File: config.mk
export PLATFORM = sky130hd
export DESIGN_NAME = trig_sequencer
export DESIGN_NICKNAME = d
export VERILOG_FILES = /design/src/rtl/trg_pkg.sv /design/src/rtl/trg_cfg_regs.sv /design/src/rtl/trg_match.sv /design/src/rtl/trg_qual.sv /design/src/rtl/trg_outdly.sv /design/src/rtl/trig_sequencer.sv
export SDC_FILE = /design/constraint.sdc
export NUM_CORES = 2
export LEC_CHECK = 0
export ABC_AREA = 1
export BUFFER_PORTS_ARGS = -buffer_cell sky130_fd_sc_hd__buf_2
export CORE_AREA = 2 2 240 242
export CTS_CLUSTER_SIZE = 16
export DETAILED_ROUTE_END_ITERATION = 6
export DIE_AREA = 0 0 242 244
export GPL_ROUTABILITY_DRIVEN = 1
export PLACE_DENSITY = 0.79
export SLEW_MARGIN = 20
export SYNTH_ARGS = -nofsm -noshare
export SYNTH_HDL_FRONTEND = slang
export SYNTH_SLANG_ARGS = --single-unit
File: constraint.sdc
create_clock -name clk -period 5.31 [get_ports clk]
set_input_delay 1.3275 -clock clk [delete_from_list [all_inputs] [get_ports clk]]
set_output_delay 1.3275 -clock clk [all_outputs]
set_load 0.02 [all_outputs]
File: src/rtl/trg_pkg.sv
// Shared definitions for the trigger sequencer: channel condition codes
// and configuration field selectors. Assumes 3-bit condition codes.
package trg_pkg;

    typedef enum logic [2:0] {
        COND_ANY  = 3'd0,
        COND_HIGH = 3'd1,
        COND_LOW  = 3'd2,
        COND_RISE = 3'd3,
        COND_FALL = 3'd4,
        COND_EDGE = 3'd5
    } cond_e;

    localparam logic [1:0] FLD_COUNT   = 2'd0;
    localparam logic [1:0] FLD_DUR     = 2'd1;
    localparam logic [1:0] FLD_TIMEOUT = 2'd2;
    localparam logic [1:0] FLD_GLOBAL  = 2'd3;

    // True when a code compares against the previous sample.
    function automatic logic is_transition(input logic [2:0] code);
        return (code == COND_RISE) || (code == COND_FALL) || (code == COND_EDGE);
    endfunction

endpackage

File: src/rtl/trg_cfg_regs.sv
// Configuration storage for all levels. Decodes a one-word write port into
// per-channel condition codes, per-level qualifiers and global settings.
// Assumes LW + CHW + 1 <= AW and TW + 2 <= DW.
module trg_cfg_regs #(
    parameter int NCH  = 32,
    parameter int NLVL = 4,
    parameter int CW   = 10,
    parameter int TW   = 24,
    parameter int AW   = 8,
    parameter int DW   = 32,
    localparam int LW  = $clog2(NLVL),
    localparam int CHW = $clog2(NCH)
) (
    input  logic                           clk,
    input  logic                           rst_n,
    input  logic                           we,
    input  logic [AW-1:0]                  addr,
    input  logic [DW-1:0]                  wdata,
    output logic [NLVL-1:0][NCH-1:0][2:0]  cond,
    output logic [NLVL-1:0][CW-1:0]        occ_lim,
    output logic [NLVL-1:0]                dur_lt,
    output logic [NLVL-1:0][CW-1:0]        dur_lim,
    output logic [NLVL-1:0]                to_en,
    output logic [NLVL-1:0]                to_act,
    output logic [NLVL-1:0][TW-1:0]        to_lim,
    output logic [LW-1:0]                  last_lvl,
    output logic                           pol_neg
);
    import trg_pkg::*;

    logic          is_param;
    logic [LW-1:0] a_lvl_c;
    logic [LW-1:0] a_lvl_p;
    logic [CHW-1:0] a_ch;
    logic [1:0]    a_fld;
    logic [LW-1:0] new_last;

    // Split the address into its condition and parameter views.
    always_comb begin
        is_param = addr[AW-1];
        a_ch     = addr[CHW-1:0];
        a_lvl_c  = addr[CHW+LW-1:CHW];
        a_lvl_p  = addr[LW-1:0];
        a_fld    = addr[LW+1:LW];
        new_last = (int'(wdata[LW-1:0]) > NLVL-1) ? LW'(NLVL-1) : wdata[LW-1:0];
    end

    // Global settings: level count and output polarity.
    always_ff @(posedge clk) begin
        if (!rst_n) begin
            last_lvl <= '0;
            pol_neg  <= 1'b0;
        end else if (we && is_param && a_fld == FLD_GLOBAL) begin
            last_lvl <= new_last;
            pol_neg  <= wdata[2];
        end
    end

    for (genvar l = 0; l < NLVL; l++) begin : g_lvl
        // Per-level qualifier words.
        always_ff @(posedge clk) begin
            if (!rst_n) begin
                occ_lim[l] <= '0;
                dur_lt[l]  <= 1'b0;
                dur_lim[l] <= '0;
                to_en[l]   <= 1'b0;
                to_act[l]  <= 1'b0;
                to_lim[l]  <= '0;
            end else if (we && is_param && int'(a_lvl_p) == l) begin
                case (a_fld)
                    FLD_COUNT: occ_lim[l] <= wdata[CW-1:0];
                    FLD_DUR: begin
                        dur_lim[l] <= wdata[CW-1:0];
                        dur_lt[l]  <= wdata[CW];
                    end
                    FLD_TIMEOUT: begin
                        to_lim[l] <= wdata[TW-1:0];
                        to_en[l]  <= wdata[TW];
                        to_act[l] <= wdata[TW+1];
                    end
                    default: ;
                endcase
            end
        end

        for (genvar c = 0; c < NCH; c++) begin : g_ch
            // Per-channel condition code of this level.
            always_ff @(posedge clk) begin
                if (!rst_n)
                    cond[l][c] <= COND_ANY;
                else if (we && !is_param && int'(a_lvl_c) == l && int'(a_ch) == c)
                    cond[l][c] <= wdata[2:0];
            end
        end
    end

endmodule

File: src/rtl/trg_match.sv
// Combinational pattern matcher for one level's condition set. Reports
// whether all channels match and whether any channel uses a transition code.
// Transition codes never match while prv_ok is low.
module trg_match #(
    parameter int NCH = 32
) (
    input  logic [NCH-1:0][2:0] cond,
    input  logic [NCH-1:0]      cur,
    input  logic [NCH-1:0]      prv,
    input  logic                prv_ok,
    output logic                hit,
    output logic                has_edge
);
    import trg_pkg::*;

    logic [NCH-1:0] ch_ok;
    logic [NCH-1:0] ch_edge;

    for (genvar c = 0; c < NCH; c++) begin : g_ch
        // Evaluate one channel against its code.
        always_comb begin
            ch_edge[c] = is_transition(cond[c]);
            case (cond[c])
                COND_HIGH: ch_ok[c] = cur[c];
                COND_LOW:  ch_ok[c] = !cur[c];
                COND_RISE: ch_ok[c] = prv_ok && !prv[c] && cur[c];
                COND_FALL: ch_ok[c] = prv_ok && prv[c] && !cur[c];
                COND_EDGE: ch_ok[c] = prv_ok && (prv[c] != cur[c]);
                default:   ch_ok[c] = 1'b1;
            endcase
        end
    end

    // Reduce channel results into the level verdict.
    always_comb begin
        hit      = &ch_ok;
        has_edge = |ch_edge;
    end

endmodule

File: src/rtl/trg_qual.sv
// Qualifier for the active level: occurrence counter for transition
// patterns, run-length filter for steady patterns, and the level timeout.
// All counters clear on clr or whenever the level is left.
module trg_qual #(
    parameter int CW = 10,
    parameter int TW = 24
) (
    input  logic          clk,
    input  logic          rst_n,
    input  logic          clr,
    input  logic          en,
    input  logic          hit,
    input  logic          has_edge,
    input  logic [CW-1:0] occ_lim,
    input  logic          dur_lt,
    input  logic [CW-1:0] dur_lim,
    input  logic          to_en,
    input  logic [TW-1:0] to_lim,
    output logic          sat,
    output logic          expire
);
    localparam logic [CW-1:0] RUN_MAX = '1;
    localparam logic [TW-1:0] TMR_MAX = '1;

    logic [CW-1:0] occ_q;
    logic [CW-1:0] run_q;
    logic [TW-1:0] tmr_q;
    logic          sat_cnt, sat_gt, sat_lt;

    // Decide satisfaction and expiry for this sample.
    always_comb begin
        sat_cnt = has_edge && hit && (occ_q == occ_lim);
        sat_gt  = !has_edge && !dur_lt && hit && (run_q >= dur_lim);
        sat_lt  = !has_edge && dur_lt && !hit && (run_q != '0) && (run_q < dur_lim);
        sat     = en && (sat_cnt || sat_gt || sat_lt);
        expire  = en && !sat && to_en && (({1'b0, tmr_q} + 1'b1) >= {1'b0, to_lim});
    end

    // Advance or clear the three counters.
    always_ff @(posedge clk) begin
        if (!rst_n || clr || sat || expire) begin
            occ_q <= '0;
            run_q <= '0;
            tmr_q <= '0;
        end else if (en) begin
            if (has_edge && hit)
                occ_q <= occ_q + 1'b1;
            if (!hit)
                run_q <= '0;
            else if (run_q != RUN_MAX)
                run_q <= run_q + 1'b1;
            if (tmr_q != TMR_MAX)
                tmr_q <= tmr_q + 1'b1;
        end
    end

endmodule

File: src/rtl/trg_outdly.sv
// Fixed-latency delay line for the trigger event. A pulse on fire appears
// on dly_out after DLY clock edges. DLY = 0 gives a combinational path.
module trg_outdly #(
    parameter int DLY = 33
) (
    input  logic clk,
    input  logic rst_n,
    input  logic fire,
    output logic dly_out
);
    if (DLY == 0) begin : g_none
        assign dly_out = fire;
    end else begin : g_line
        logic [DLY-1:0] sr_q;

        // Shift the event toward the output one stage per clock.
        always_ff @(posedge clk) begin
            if (!rst_n)
                sr_q <= '0;
            else
                sr_q <= {sr_q[DLY-2 >= 0 ? DLY-2 : 0:0], fire} & {DLY{1'b1}};
        end
        assign dly_out = sr_q[DLY-1];
    end

endmodule

File: src/rtl/trig_sequencer.sv
// Top of the multi-level trigger sequencer. Evaluates one sample per clock
// against the current level, steps through up to NLVL levels and fires a
// delayed, polarity-selectable trigger pulse. Assumes arm is one cycle wide.
module trig_sequencer #(
    parameter int NCH     = 32,
    parameter int NLVL    = 4,
    parameter int CW      = 10,
    parameter int TW      = 24,
    parameter int AW      = 8,
    parameter int DW      = 32,
    parameter int OUT_DLY = 33,
    localparam int LW     = $clog2(NLVL)
) (
    input  logic           clk,
    input  logic           rst_n,
    input  logic           arm,
    input  logic [NCH-1:0] samp,
    input  logic           cfg_we,
    input  logic [AW-1:0]  cfg_addr,
    input  logic [DW-1:0]  cfg_wdata,
    output logic           trig_out,
    output logic           triggered,
    output logic [LW-1:0]  cur_level
);
    logic [NLVL-1:0][NCH-1:0][2:0] cond;
    logic [NLVL-1:0][CW-1:0]       occ_lim, dur_lim;
    logic [NLVL-1:0][TW-1:0]       to_lim;
    logic [NLVL-1:0]               dur_lt, to_en, to_act;
    logic [LW-1:0]                 last_lvl;
    logic                          pol_neg;

    logic           active_q, trig_q, prev_ok_q;
    logic [LW-1:0]  lvl_q;
    logic [NCH-1:0] prev_q;
    logic           eval, hit, has_edge, sat, expire, at_last, fire, dly_out;

    trg_cfg_regs #(.NCH(NCH), .NLVL(NLVL), .CW(CW), .TW(TW), .AW(AW), .DW(DW)) u_cfg (
        .clk(clk), .rst_n(rst_n), .we(cfg_we), .addr(cfg_addr), .wdata(cfg_wdata),
        .cond(cond), .occ_lim(occ_lim), .dur_lt(dur_lt), .dur_lim(dur_lim),
        .to_en(to_en), .to_act(to_act), .to_lim(to_lim),
        .last_lvl(last_lvl), .pol_neg(pol_neg)
    );

    trg_match #(.NCH(NCH)) u_match (
        .cond(cond[lvl_q]), .cur(samp), .prv(prev_q), .prv_ok(prev_ok_q),
        .hit(hit), .has_edge(has_edge)
    );

    trg_qual #(.CW(CW), .TW(TW)) u_qual (
        .clk(clk), .rst_n(rst_n), .clr(arm), .en(eval), .hit(hit), .has_edge(has_edge),
        .occ_lim(occ_lim[lvl_q]), .dur_lt(dur_lt[lvl_q]), .dur_lim(dur_lim[lvl_q]),
        .to_en(to_en[lvl_q]), .to_lim(to_lim[lvl_q]), .sat(sat), .expire(expire)
    );

    trg_outdly #(.DLY(OUT_DLY)) u_dly (
        .clk(clk), .rst_n(rst_n), .fire(fire), .dly_out(dly_out)
    );

    // Decide whether this sample is evaluated and whether it fires.
    always_comb begin
        eval    = active_q && !arm;
        at_last = (lvl_q >= last_lvl);
        fire    = eval && ((sat && at_last) || (expire && to_act[lvl_q]));
    end

    // Level stepping, sticky flag and previous-sample history.
    always_ff @(posedge clk) begin
        if (!rst_n) begin
            active_q  <= 1'b0;
            trig_q    <= 1'b0;
            lvl_q     <= '0;
            prev_q    <= '0;
            prev_ok_q <= 1'b0;
        end else if (arm) begin
            active_q  <= 1'b1;
            trig_q    <= 1'b0;
            lvl_q     <= '0;
            prev_ok_q <= 1'b0;
        end else if (active_q) begin
            prev_q    <= samp;
            prev_ok_q <= 1'b1;
            if (fire) begin
                trig_q   <= 1'b1;
                active_q <= 1'b0;
            end else if (sat) begin
                lvl_q <= lvl_q + 1'b1;
            end else if (expire) begin
                lvl_q <= '0;
            end
        end
    end

    assign trig_out  = dly_out ^ pol_neg;
    assign triggered = trig_q;
    assign cur_level = lvl_q;

endmodule

==> impl_results.md <==
* Io pins at 80
* H-tree levels at 3
* Post-cts resize count at 0
* Fin crit period at roughly 4.4 ns
* Port Buffers at 73
* Peak VDD IR at between 0.2 and 0.3 mV
* CTS tree: built
* Synth Area in Adders at between 1 and 1.5%
* Post-synthesis simple-gate area fraction at 33.1%
* Top FF cell, synth: dfxtp_1
* Final Max Slew Viols at 0
* Final worst setup slack at 0.915 ns
* Path type of the worst min-delay path: register to register
* Overflow after GRT at 0
* Root Driver: clkbuf_16
* Placed Cells at 5838
* Compound-cell area share of the yosys netlist at 14.7%
* Mapped Cells at 5254
* Most frequent cells in the layout: nor2_1, nand2_1, o21ai_0, dfxtp_1, inv_1
* Cell area after layout at 0.0368 mm^2
* # Post-CTS Setup Buffers at 0
* Clock skew at 0.0265 ns
* First-pass iteration count of the detailed router at 6
* # rows at a little under 90
* FMAX at 228 MHz
* Via Count at approximately 33000
* Post-route insts no fill at 5981
* Vias in the first global route at just over 30000
* Ys Warns at 0
* Initial Util at 59.8%
* Post-synth cell types at 36
* Unrepaired setup endpoints after global routing: no
* MaxCap Viol Count at 0
* Pin count of the biggest net entering global routing at 171
* Crit path DAT at 4.92 ns
* Clock Path Buffers at 3
* Die Wd at between 200 and 250 um
* Drt initial violations at a little over 3000
* HPWL Detailed at 58.9 mm
* Startpoint types: register
* Max transition margin at 27.8%
* Commonest non-fill, non-tap cell in the layout: nor2_1
* Pre-CTS setup slack at 0.973 ns
* Wire length per cell at 15.9 um
* Sequential fraction of the synthesis area at 41.0%
* Critical path origin: u_qual.tmr_q[0]
* PD cells at roughly 300 mW/mm^2
* WP data required at between 5 and 6 ns
* Setup CP Type: register to register
* Fillcell total at 5136
* Most area-consuming cells after synthesis: dfxtp_1, nor2_1, o21ai_0
* Nets at 5274
* Ys async rst share at 0%
* Routability cong. at 0.913
* Die Ht at 244 um
* DIE AREA at 0.0590 mm^2
* FF+latch count, synth at 689
* Final setup violation count at 0
* Xor-xnor portion of the synthesized cell area at 0.990%
* DRT antenna net count at 0
* Area after DPL at roughly 0.034 mm^2
* Hold buffers post-CTS at 0
* Synth-to-Final Area Change at 9.60%
* Crit. End Element: register
* Synth top area share at about two fifths
* Main combinational cell family by area after synthesis: simple AND/OR/NAND/NOR gates
* CP Max Fanout at 37
* Fraction of layout instances using a drive strength above 1 at 5.19%
* Mapped Nets at 5370
* Reg-to-Reg Start: u_qual.tmr_q[0]
* CTS Buf Count at 74
* P_leak at 16.1 nW
* Post-Syn Area at 0.0336 mm^2
* Clk slew on worst S/H paths at roughly 0.06 ns
* Final setup TNS at 0 ns
* DRC at 0
* Placeable Area at between 0.05 and 0.06 mm^2
* Final Util at about two thirds
* Initial antenna violation count at 17
* First-pass GRT wire length at 155 mm
* Worst Tran Pin Value at 1.08 ns
* Period utilization at 82.8%
* EDFF count, synth at 0
* Hold Fails Final Rpt at 0
* Cell accounting for the most synthesized area: dfxtp_1
* Hold path start: u_dly.g_line.sr_q[13]
* Clock sink count at 689
* Pwr Total at 11.2 mW
* Via density at roughly 5.5
* Drt total wl at roughly 95 mm
* Status: finished clean
* Worst-skew pair later-pin latency at 0.62 ns
* Hold WS at 0.411 ns
* Aggregate global-route resource usage at 31.7%
* Synth Area per Inst at 6.40 um^2
* Multiplexer share of the synthesized area at 0%
[cell type report]
cell class | count | area [um^2] | share of cell area (%)
Antenna cell | 7 | 17.5 | 0.0476
Clock buffer | 112 | 2310 | 6.27
Clock inverter | 24 | 279 | 0.758
Inverter | 459 | 1730 | 4.71
Multi-Input combinational cell | 3814 | 16900 | 45.9
Sequential cell | 689 | 13800 | 37.5
Tap cell | 756 | 946 | 2.57
Timing Repair Buffer | 120 | 836 | 2.27
[metal layers]
metal  GRT usage [%]  vias to the layer above  routed length [um]
li1                -                    16500                   -
met1            42.7                    15100               41600
met2            51.0                     1280               42100
met3            5.83                      224                8280
met4            11.5                       14                3160
met5               0                        -                  80
[path summary, 6_finish.rpt]
check | cells past startpoint | slack, ns | to
setup reg to reg | 21 | 0.92 | u_qual.tmr_q[19]
hold / removal | 2 | 0.41 | u_dly.g_line.sr_q[14]
hold reg to reg | 2 | 0.41 | u_dly.g_line.sr_q[14]
setup / recovery | 21 | 0.92 | u_qual.tmr_q[19]
[synthesized netlist by cell type (29+ instances only)]
| cell | instances |
|---|---|
| o21ai_0 | 711 |
| buf_2 | 51 |
| clkbuf_1 | 189 |
| nand4_1 | 39 |
| a21oi_1 | 223 |
| nand3b_1 | 29 |
| nand3_1 | 361 |
| dfxtp_1 | 689 |
| inv_1 | 442 |
| ha_1 | 40 |
| buf_1 | 43 |
| nand2_1 | 947 |
| nor2_1 | 1352 |
| xor2_1 | 30 |
[report_power, final]
group          internal, mW  total [mW]  switching [mW]
logic                 0.127       0.512           0.385
clock network          3.30        5.45            2.16
registers              5.21        5.24          0.0247
[registers in the layout, summed over array words and instances (netlist names)]
signal             cells
u_cfg.to_act           4
u_cfg.dur_lim         40
u_cfg.pol_neg          1
active_q               1
u_cfg.dur_lt           4
u_cfg.to_lim          96
u_dly.g_line.sr_q     33
u_qual.run_q          10
u_qual.tmr_q          24
prev_q                32
cur_level              2
u_cfg.occ_lim         40
u_cfg.cond           384
u_qual.occ_q          10
u_cfg.last_lvl         2
prev_ok_q              1
triggered              1
u_cfg.to_en            4
[worst max-delay path, cell delays in order, from the launching register on]
cell	delay, ns
dfxtp_1	0.40
nand3_1	0.13
nor3_1	0.26
nand3_1	0.18
nor2_1	0.20
nand3_1	0.16
nor2_1	0.18
nand3_1	0.14
nor2_1	0.18
nand2_1	0.11
nor2_1	0.19
nand3_1	0.12
xor2_1	0.17
ha_1	0.34
nand3b_1	0.12
nor2_1	0.06
o21a_1	0.10
nor2_1	0.09
nand3_1	0.10
nand2_1	0.27
nand3_4	0.44
a211oi_1	0.34
[cells by family after synthesis]
kind of cell,Yosys count
simple gates,2764
compound gates,972
buf+inv,751
flops,689
fa+ha+maj,40
xor+xnor,38
(Power assumes the default switching activity.)
